[config.mk]
export PLATFORM = sky130hd
export DESIGN_NAME = pio_cycle_seq
export DESIGN_NICKNAME = d
export VERILOG_FILES = /design/src/rtl/pio_seq_pkg.sv /design/src/rtl/pio_iordy_sync.sv /design/src/rtl/pio_hold_sel.sv /design/src/rtl/pio_recover_calc.sv /design/src/rtl/pio_cycle_seq.sv
export SDC_FILE = /design/constraint.sdc
export NUM_CORES = 1
export LEC_CHECK = 0
export ABC_AREA = 1
export CAP_MARGIN = 10
export CORE_MARGIN = 1
export CORE_UTILIZATION = 23
export CTS_CLUSTER_SIZE = 40
export DETAILED_ROUTE_END_ITERATION = 7
export GPL_TIMING_DRIVEN = 0
export PLACE_DENSITY_LB_ADDON = 0.05
export REMOVE_ABC_BUFFERS = 1
export SYNTH_ARGS = -nofsm -noshare
export SYNTH_HDL_FRONTEND = slang
export SYNTH_SLANG_ARGS = --single-unit
export TNS_END_PERCENT = 20
[constraint.sdc]
create_clock -name clk -period 7.9 [get_ports clk]
set_input_delay 1.185 -clock clk [delete_from_list [all_inputs] [get_ports clk]]
set_output_delay 1.185 -clock clk [all_outputs]
set_load 0.005 [all_outputs]
[src/rtl/pio_seq_pkg.sv]
package pio_seq_pkg;
    typedef enum logic [2:0] {
        ST_IDLE,
        ST_SETUP,
        ST_STROBE,
        ST_STRETCH,
        ST_RECOVER
    } pio_state_e;
endpackage

[src/rtl/pio_iordy_sync.sv]
module pio_iordy_sync #(
    parameter int STAGES = 2
) (
    input  logic clk,
    input  logic rst_n,
    input  logic d_async,
    output logic q_sync
);
    logic [STAGES-1:0] chain;

    generate
        for (genvar g = 0; g < STAGES; g++) begin : g_stage
            if (g == 0) begin : g_first
                always_ff @(posedge clk or negedge rst_n) begin
                    if (!rst_n) chain[0] <= 1'b0;
                    else        chain[0] <= d_async;
                end
            end else begin : g_rest
                always_ff @(posedge clk or negedge rst_n) begin
                    if (!rst_n) chain[g] <= 1'b0;
                    else        chain[g] <= chain[g-1];
                end
            end
        end
    endgenerate

    assign q_sync = chain[STAGES-1];
endmodule

[src/rtl/pio_hold_sel.sv]
module pio_hold_sel #(
    parameter int MODE_W = 3,
    parameter int HOLD_W = 2
) (
    input  logic [MODE_W-1:0] pio_mode,
    output logic [HOLD_W-1:0] hold_clks
);
    always_comb begin
        unique case (pio_mode)
            MODE_W'(0):            hold_clks = HOLD_W'(3);
            MODE_W'(1), MODE_W'(2): hold_clks = HOLD_W'(2);
            default:               hold_clks = HOLD_W'(1);
        endcase
    end
endmodule

[src/rtl/pio_recover_calc.sv]
module pio_recover_calc #(
    parameter int W      = 9,
    parameter int HOLD_W = 2
) (
    input  logic [W-1:0]      cycle_len,
    input  logic [W-1:0]      recover_min,
    input  logic [W-1:0]      spent,
    input  logic              is_write,
    input  logic [HOLD_W-1:0] hold_clks,
    output logic [W-1:0]      gap_len
);
    logic [W-1:0] remain;
    logic [W-1:0] base;

    always_comb begin
        remain = cycle_len - spent;
        if ((cycle_len > spent) && (remain > recover_min)) base = remain;
        else                                               base = recover_min;
        if (base == '0) base = W'(1);
        if (is_write && (base < W'(hold_clks))) base = W'(hold_clks);
        gap_len = base;
    end
endmodule

[src/rtl/pio_cycle_seq.sv]
module pio_cycle_seq
    import pio_seq_pkg::*;
#(
    parameter int CNT_W            = 8,
    parameter int DATA_W           = 16,
    parameter int ADDR_W           = 3,
    parameter int CS_W             = 2,
    parameter int MODE_W           = 3,
    parameter int SYNC_STAGES      = 2,
    parameter int IORDY_FIRST_CLKS = 2,
    parameter int IORDY_MAX_CLKS   = 64
) (
    input  logic              clk,
    input  logic              rst_n,
    input  logic              req_valid,
    output logic              req_ready,
    input  logic              req_write,
    input  logic [ADDR_W-1:0] req_addr,
    input  logic [CS_W-1:0]   req_cs_n,
    input  logic [DATA_W-1:0] req_wdata,
    input  logic [CNT_W-1:0]  cfg_setup,
    input  logic [CNT_W-1:0]  cfg_active,
    input  logic [CNT_W-1:0]  cfg_recover,
    input  logic [CNT_W-1:0]  cfg_cycle,
    input  logic              cfg_iordy_en,
    input  logic [MODE_W-1:0] cfg_pio_mode,
    output logic [ADDR_W-1:0] ata_addr,
    output logic [CS_W-1:0]   ata_cs_n,
    output logic              ata_dior_n,
    output logic              ata_diow_n,
    output logic [DATA_W-1:0] ata_dd_out,
    output logic              ata_dd_oe,
    input  logic [DATA_W-1:0] ata_dd_in,
    input  logic              ata_iordy,
    output logic [DATA_W-1:0] rd_data,
    output logic              done,
    output logic              iordy_timeout
);
    localparam int W           = CNT_W + 1;
    localparam int HOLD_W      = 2;
    localparam int SAMPLE_CLKS = IORDY_FIRST_CLKS + SYNC_STAGES;
    localparam logic [W-1:0] SAMPLE_LEN = W'(SAMPLE_CLKS);
    localparam logic [W-1:0] MAX_LEN    = W'(IORDY_MAX_CLKS);

    pio_state_e        state, state_nx;
    logic [W-1:0]      cnt, act, gap_q;
    logic              lat_write;
    logic [ADDR_W-1:0] lat_addr;
    logic [CS_W-1:0]   lat_cs;
    logic [DATA_W-1:0] lat_wdata;
    logic              iordy_s;
    logic [HOLD_W-1:0] hold_clks;
    logic [W-1:0]      setup_len, strobe_len, spent, gap_len;
    logic              strobing;

    pio_iordy_sync #(.STAGES(SYNC_STAGES)) u_sync (
        .clk(clk), .rst_n(rst_n), .d_async(ata_iordy), .q_sync(iordy_s)
    );

    pio_hold_sel #(.MODE_W(MODE_W), .HOLD_W(HOLD_W)) u_hold (
        .pio_mode(cfg_pio_mode), .hold_clks(hold_clks)
    );

    pio_recover_calc #(.W(W), .HOLD_W(HOLD_W)) u_gap (
        .cycle_len(W'(cfg_cycle)), .recover_min(W'(cfg_recover)), .spent(spent),
        .is_write(lat_write), .hold_clks(hold_clks), .gap_len(gap_len)
    );

    // Derived lengths
    always_comb begin
        setup_len  = (cfg_setup == '0) ? W'(1) : W'(cfg_setup);
        strobe_len = (cfg_active == '0) ? W'(1) : W'(cfg_active);
        if (cfg_iordy_en && (strobe_len < SAMPLE_LEN)) strobe_len = SAMPLE_LEN;
        spent = act + W'(1);
    end

    // Next-state decision
    always_comb begin
        state_nx = state;
        unique case (state)
            ST_IDLE:    if (req_valid) state_nx = ST_SETUP;
            ST_SETUP:   if (cnt + W'(1) >= setup_len) state_nx = ST_STROBE;
            ST_STROBE:  if (spent >= strobe_len) begin
                            if (cfg_iordy_en && !iordy_s && (spent < MAX_LEN)) state_nx = ST_STRETCH;
                            else                                               state_nx = ST_RECOVER;
                        end
            ST_STRETCH: if (iordy_s || (spent >= MAX_LEN)) state_nx = ST_RECOVER;
            ST_RECOVER: if (cnt + W'(1) >= gap_q) state_nx = ST_IDLE;
            default:    state_nx = ST_IDLE;
        endcase
    end

    // State register and datapath registers
    always_ff @(posedge clk or negedge rst_n) begin
        if (!rst_n) begin
            state         <= ST_IDLE;
            cnt           <= '0;
            act           <= '0;
            gap_q         <= W'(1);
            lat_write     <= 1'b0;
            lat_addr      <= '0;
            lat_cs        <= '1;
            lat_wdata     <= '0;
            rd_data       <= '0;
            iordy_timeout <= 1'b0;
        end else begin
            state <= state_nx;
            if (state == ST_IDLE && req_valid) begin
                lat_write <= req_write;
                lat_addr  <= req_addr;
                lat_cs    <= req_cs_n;
                lat_wdata <= req_wdata;
            end
            if (state_nx != state) cnt <= '0;
            else                   cnt <= cnt + W'(1);
            if (state == ST_SETUP)                          act <= '0;
            else if (state == ST_STROBE || state == ST_STRETCH) act <= spent;
            if ((state == ST_STROBE || state == ST_STRETCH) && state_nx == ST_RECOVER) begin
                gap_q <= gap_len;
                if (!lat_write) rd_data <= ata_dd_in;
                if (cfg_iordy_en && !iordy_s && spent >= MAX_LEN) iordy_timeout <= 1'b1;
            end
        end
    end

    // Outputs
    always_comb begin
        strobing   = (state == ST_STROBE) || (state == ST_STRETCH);
        req_ready  = (state == ST_IDLE);
        ata_addr   = lat_addr;
        ata_cs_n   = (state == ST_IDLE) ? '1 : lat_cs;
        ata_dior_n = !(strobing && !lat_write);
        ata_diow_n = !(strobing && lat_write);
        ata_dd_out = lat_wdata;
        ata_dd_oe  = lat_write && (strobing || (state == ST_RECOVER && cnt < W'(hold_clks)));
        done       = (state == ST_RECOVER) && (cnt + W'(1) >= gap_q);
    end


    idle_strobes_chk: assert property (@(posedge clk) disable iff (!rst_n)
        (ata_cs_n == '1) |-> (ata_dior_n && ata_diow_n));

    accept_busy_chk: assert property (@(posedge clk) disable iff (!rst_n)
        (req_valid && req_ready) |=> !req_ready);

    one_strobe_chk: assert property (@(posedge clk) disable iff (!rst_n)
        !(!ata_dior_n && !ata_diow_n));

    write_drive_chk: assert property (@(posedge clk) disable iff (!rst_n)
        !ata_diow_n |-> ata_dd_oe);

    write_hold_chk: assert property (@(posedge clk) disable iff (!rst_n)
        $rose(ata_diow_n) |-> ata_dd_oe);

    read_capture_chk: assert property (@(posedge clk) disable iff (!rst_n)
        $rose(ata_dior_n) |-> (rd_data == $past(ata_dd_in)));

    done_pulse_chk: assert property (@(posedge clk) disable iff (!rst_n)
        done |=> (!done && req_ready));

    timeout_sticky_chk: assert property (@(posedge clk) disable iff (!rst_n)
        iordy_timeout |=> iordy_timeout);
endmodule

==> impl_results.md <==
- Post-CTS Setup Bufs: 0
- Startpoint Class: input pin
- Seq/Total Area, Yosys: 0.3597
- CP peak stage delay: 0.45 ns
- Mapped Area: 4950 um2
- Largest net degree at the start of global routing: 52
- Cts bufs inserted: 9
- Max_cap viols: 0
- Ys Warns: 0
- Post-detail-place hpwl: 11.17 mm
- GRT Overall Usage: 0.1326
- Longest Clk Path Bufs: 2
- Post-CTS Resized: 0
- Final design utilization: 0.3215
- Pleak: 3.407 nW
- Slowest cell on the critical path: clkdlybuf4s50_1
- Setup slack, reg-to-reg: 3.20 ns
- Vias in the first global route: 4468
- Final hold slack: 0.3491 ns
- Layout cells sized above 1: 0.1176
- TritonCTS clock tree: built
- Least-Margin Pin Slew: 1.029 ns
- Row Count: 53
- CP Data Required Time: 8.13 ns
- Worst hold path cell count: 0
- Crit. End Element: flop
- Setup violators final: 0
- Synthesis-to-layout area growth: 36.98%
- R2r endpoint: gap_q[1]
- Final TNS setup: 0 ns
- Max-slew headroom: 0.3124
- Detailed-route DRC error count: 0
- Grt ovf: 0
- Fmax: 0.1928 GHz
- Die area: 22110 um2
- Filler cell count: 2267
- Die Wd: 148.7 um
- First-pass GRT wire length: 22.83 mm
- Yosys cell types: 45
- Worst-path clk slew: 0.06 ns
- Top FF cell, synth: dfrtp_1
- Post-synth top area share: 0.3438
- Final wirelength: 13.82 mm
- Core area: 21090 um2
- Worst hold path type: reg2reg
- Nets: 878
- Final Hold Viols: 0
- Root Buffer: clkbuf_16
- CTS Sinks: 71
- Initial antenna violation count: 0
- Avg WL per Cell: 13.29 um
- CP arrival: 5.42 ns
- Setup Crit Path Kind: in2reg
- 1st-iter DRT viols: 157
- Cell count after synthesis: 636
- Pwr dens: 265.1 nW/um2
- Hold Buf Count CTS: 0
- Fin crit share: 0.6566
- Skew final: 0.007427 ns
- Drt pass-1 iters: 4
- Most frequent CP cell: nand2_1
- Asr flop ratio synth: 1.000
- CP Max Fanout: 9
- Hold path start: u_sync.chain[0]
- RePlAce Congestion: 0.8012
- VDD IR max: 0.1237 mV
- DR vias/cell: 4.278
- Syn Area/Cell: 7.783 um2
- #FFs+latches synth: 71
- Post-synth EDFFs: 0
- Reg2Reg Depth: 31
- Status: finished clean
- Diode count: 0
- Clk_lat worst skew: 0.34 ns
- Num ports: 121
- Initial core utilization: 0.2347
- Die H: 148.7 um
- Synth top area cells: dfrtp_1 34%, nand2_1 12%, ha_1 9.9%, inv_1 7.7%, nand3_1 6.0%
- Routed Antenna Nets: 0
- Port bufs: 120
- Area leader, netlist: dfrtp_1
- WHS Endpoint: u_sync.q_sync
- Minimum clock period: 5.187 ns
- R2r startpoint: act[0]
- H-Tree Depth: 3
- Total vias in the final route: 4449
- RSZ-0062 raised after global routing: false
- Final Max Slew Viols: 0
==> layout by cell type, fill, tap and decap left out, types with 3 or more instances in the layout <==
cell type,n
clkdlybuf4s50_1,119
inv_1,102
or2_2,6
xor2_1,11
inv_2,3
nand2_4,4
nand3_1,59
nor3_2,3
dfrtp_1,68
mux2_2,21
dfstp_2,3
o22ai_1,5
a21oi_1,17
nor3_1,10
nand2_2,11
nor2_1,33
clkinvlp_4,3
o211ai_1,3
nand3_2,6
nand3b_1,4
clkbuf_16,9
nand4_1,11
nor2_2,5
ha_1,39
o21ai_0,19
nand2_1,162
==> stage by stage <==
step	cells	area (um2)	total power [mW]	worst slack [ns]
finish	1040	6780	1.797	2.713
global route	1040	6780	1.964	2.178
CTS	1040	6780	1.841	2.648
detailed placement	1024	6481	1.412	2.318
global placement	1023	6456	1.400	2.282
floorplan	628	4911	1.010	3.382
==> Yosys cell counts, types with 2 or more instances <==
library cell,count
nor3_2,3
a21oi_1,17
inv_1,102
nand3_2,6
nor2_4,2
o21ai_0,19
nand3_1,59
nand2_4,4
a31o_2,2
clkinv_1,2
o22ai_1,5
ha_1,39
o211ai_1,3
nand2_2,11
nor2_2,5
nand3b_1,4
nand2_1,162
nand4_1,11
nor4_1,2
dfrtp_1,68
nor2_1,33
mux2_2,21
inv_2,3
or2_2,6
nor2_8,2
dfstp_2,3
clkbuf_1,5
xor2_1,11
nor3_1,10
==> state kept, by name, summed over array words and instances, names as in the netlist <==
| signal | flops |
|---|---|
| ata_dd_out | 16 |
| lat_write | 1 |
| ata_addr | 3 |
| act | 9 |
| rd_data | 16 |
| gap_q | 9 |
| iordy_timeout | 1 |
| state | 3 |
| u_sync.chain | 1 |
| u_sync.q_sync | 1 |
| lat_cs | 2 |
| cnt | 9 |
==> routing by layer <==
| metal | part of all wire | vias to the layer above | GRT usage |
|---|---|---|---|
| met5 | 0 | - | 0 |
| met4 | 0.0098 | 0 | 0.03402 |
| met3 | 0.030 | 11 | 0.02362 |
| met2 | 0.50 | 64 | 0.2292 |
| met1 | 0.46 | 2064 | 0.1691 |
| li1 | - | 2310 | - |
==> cells by family (layout without fill, tap and decap cells) <==
kind of cell,after synthesis,count (layout),synth area share
AOI/OAI and AO/OA,56,56,0.06876
xor gates and xnor gates,11,11,0.01946
adders and majority gates,40,40,0.1026
buffers and inverters,115,244,0.08898
DFF,71,71,0.3597
muxes,21,21,0.04778
and+or+nand+nor,322,322,0.3127
==> worst max path at each step <==
stage / startpoint / end / slack [ns] / depth (start not counted)
5_1_grt: cfg_cycle[0] / gap_q[0] / 2.18 / 35
4_1_cts: cfg_cycle[0] / gap_q[1] / 2.65 / 35
6_report: cfg_cycle[0] / gap_q[1] / 2.71 / 35
3_3_place_gp: cfg_cycle[0] / gap_q[1] / 2.28 / 35
3_5_place_dp: cfg_cycle[0] / gap_q[1] / 2.32 / 35
2_1_floorplan: cfg_cycle[0] / gap_q[1] / 3.38 / 34
==> worst max-delay path: cells and delay by family <==
kind | cells | cell delay, ns
buf+inv | 7 | 0.79
compound gates | 2 | 0.21
xor+xnor | 1 | 0.23
fa+ha+maj | 4 | 1.15
simple gates | 21 | 1.84
==> area by class of cell <==
class	count	area [um2]	share of cell area
Timing Repair Buffer	121	1226	0.1808
Clock buffer	10	229.0	0.03377
Multi-Input combinational cell	450	2729	0.4025
Clock inverter	6	70.07	0.01033
Inverter	107	401.6	0.05924
Sequential cell	71	1780	0.2626
Tap cell	275	344.1	0.05075
==> power breakdown <==
part / switching (mW) / internal, mW / leakage [nW]
logic: 0.383 / 0.418 / 2.37
clock network: 0.163 / 0.246 / 0.135
registers: 0.0800 / 0.507 / 0.902
total: 0.626 / 1.17 / 3.41
No activity file was read; power rests on OpenSTA's default activity.
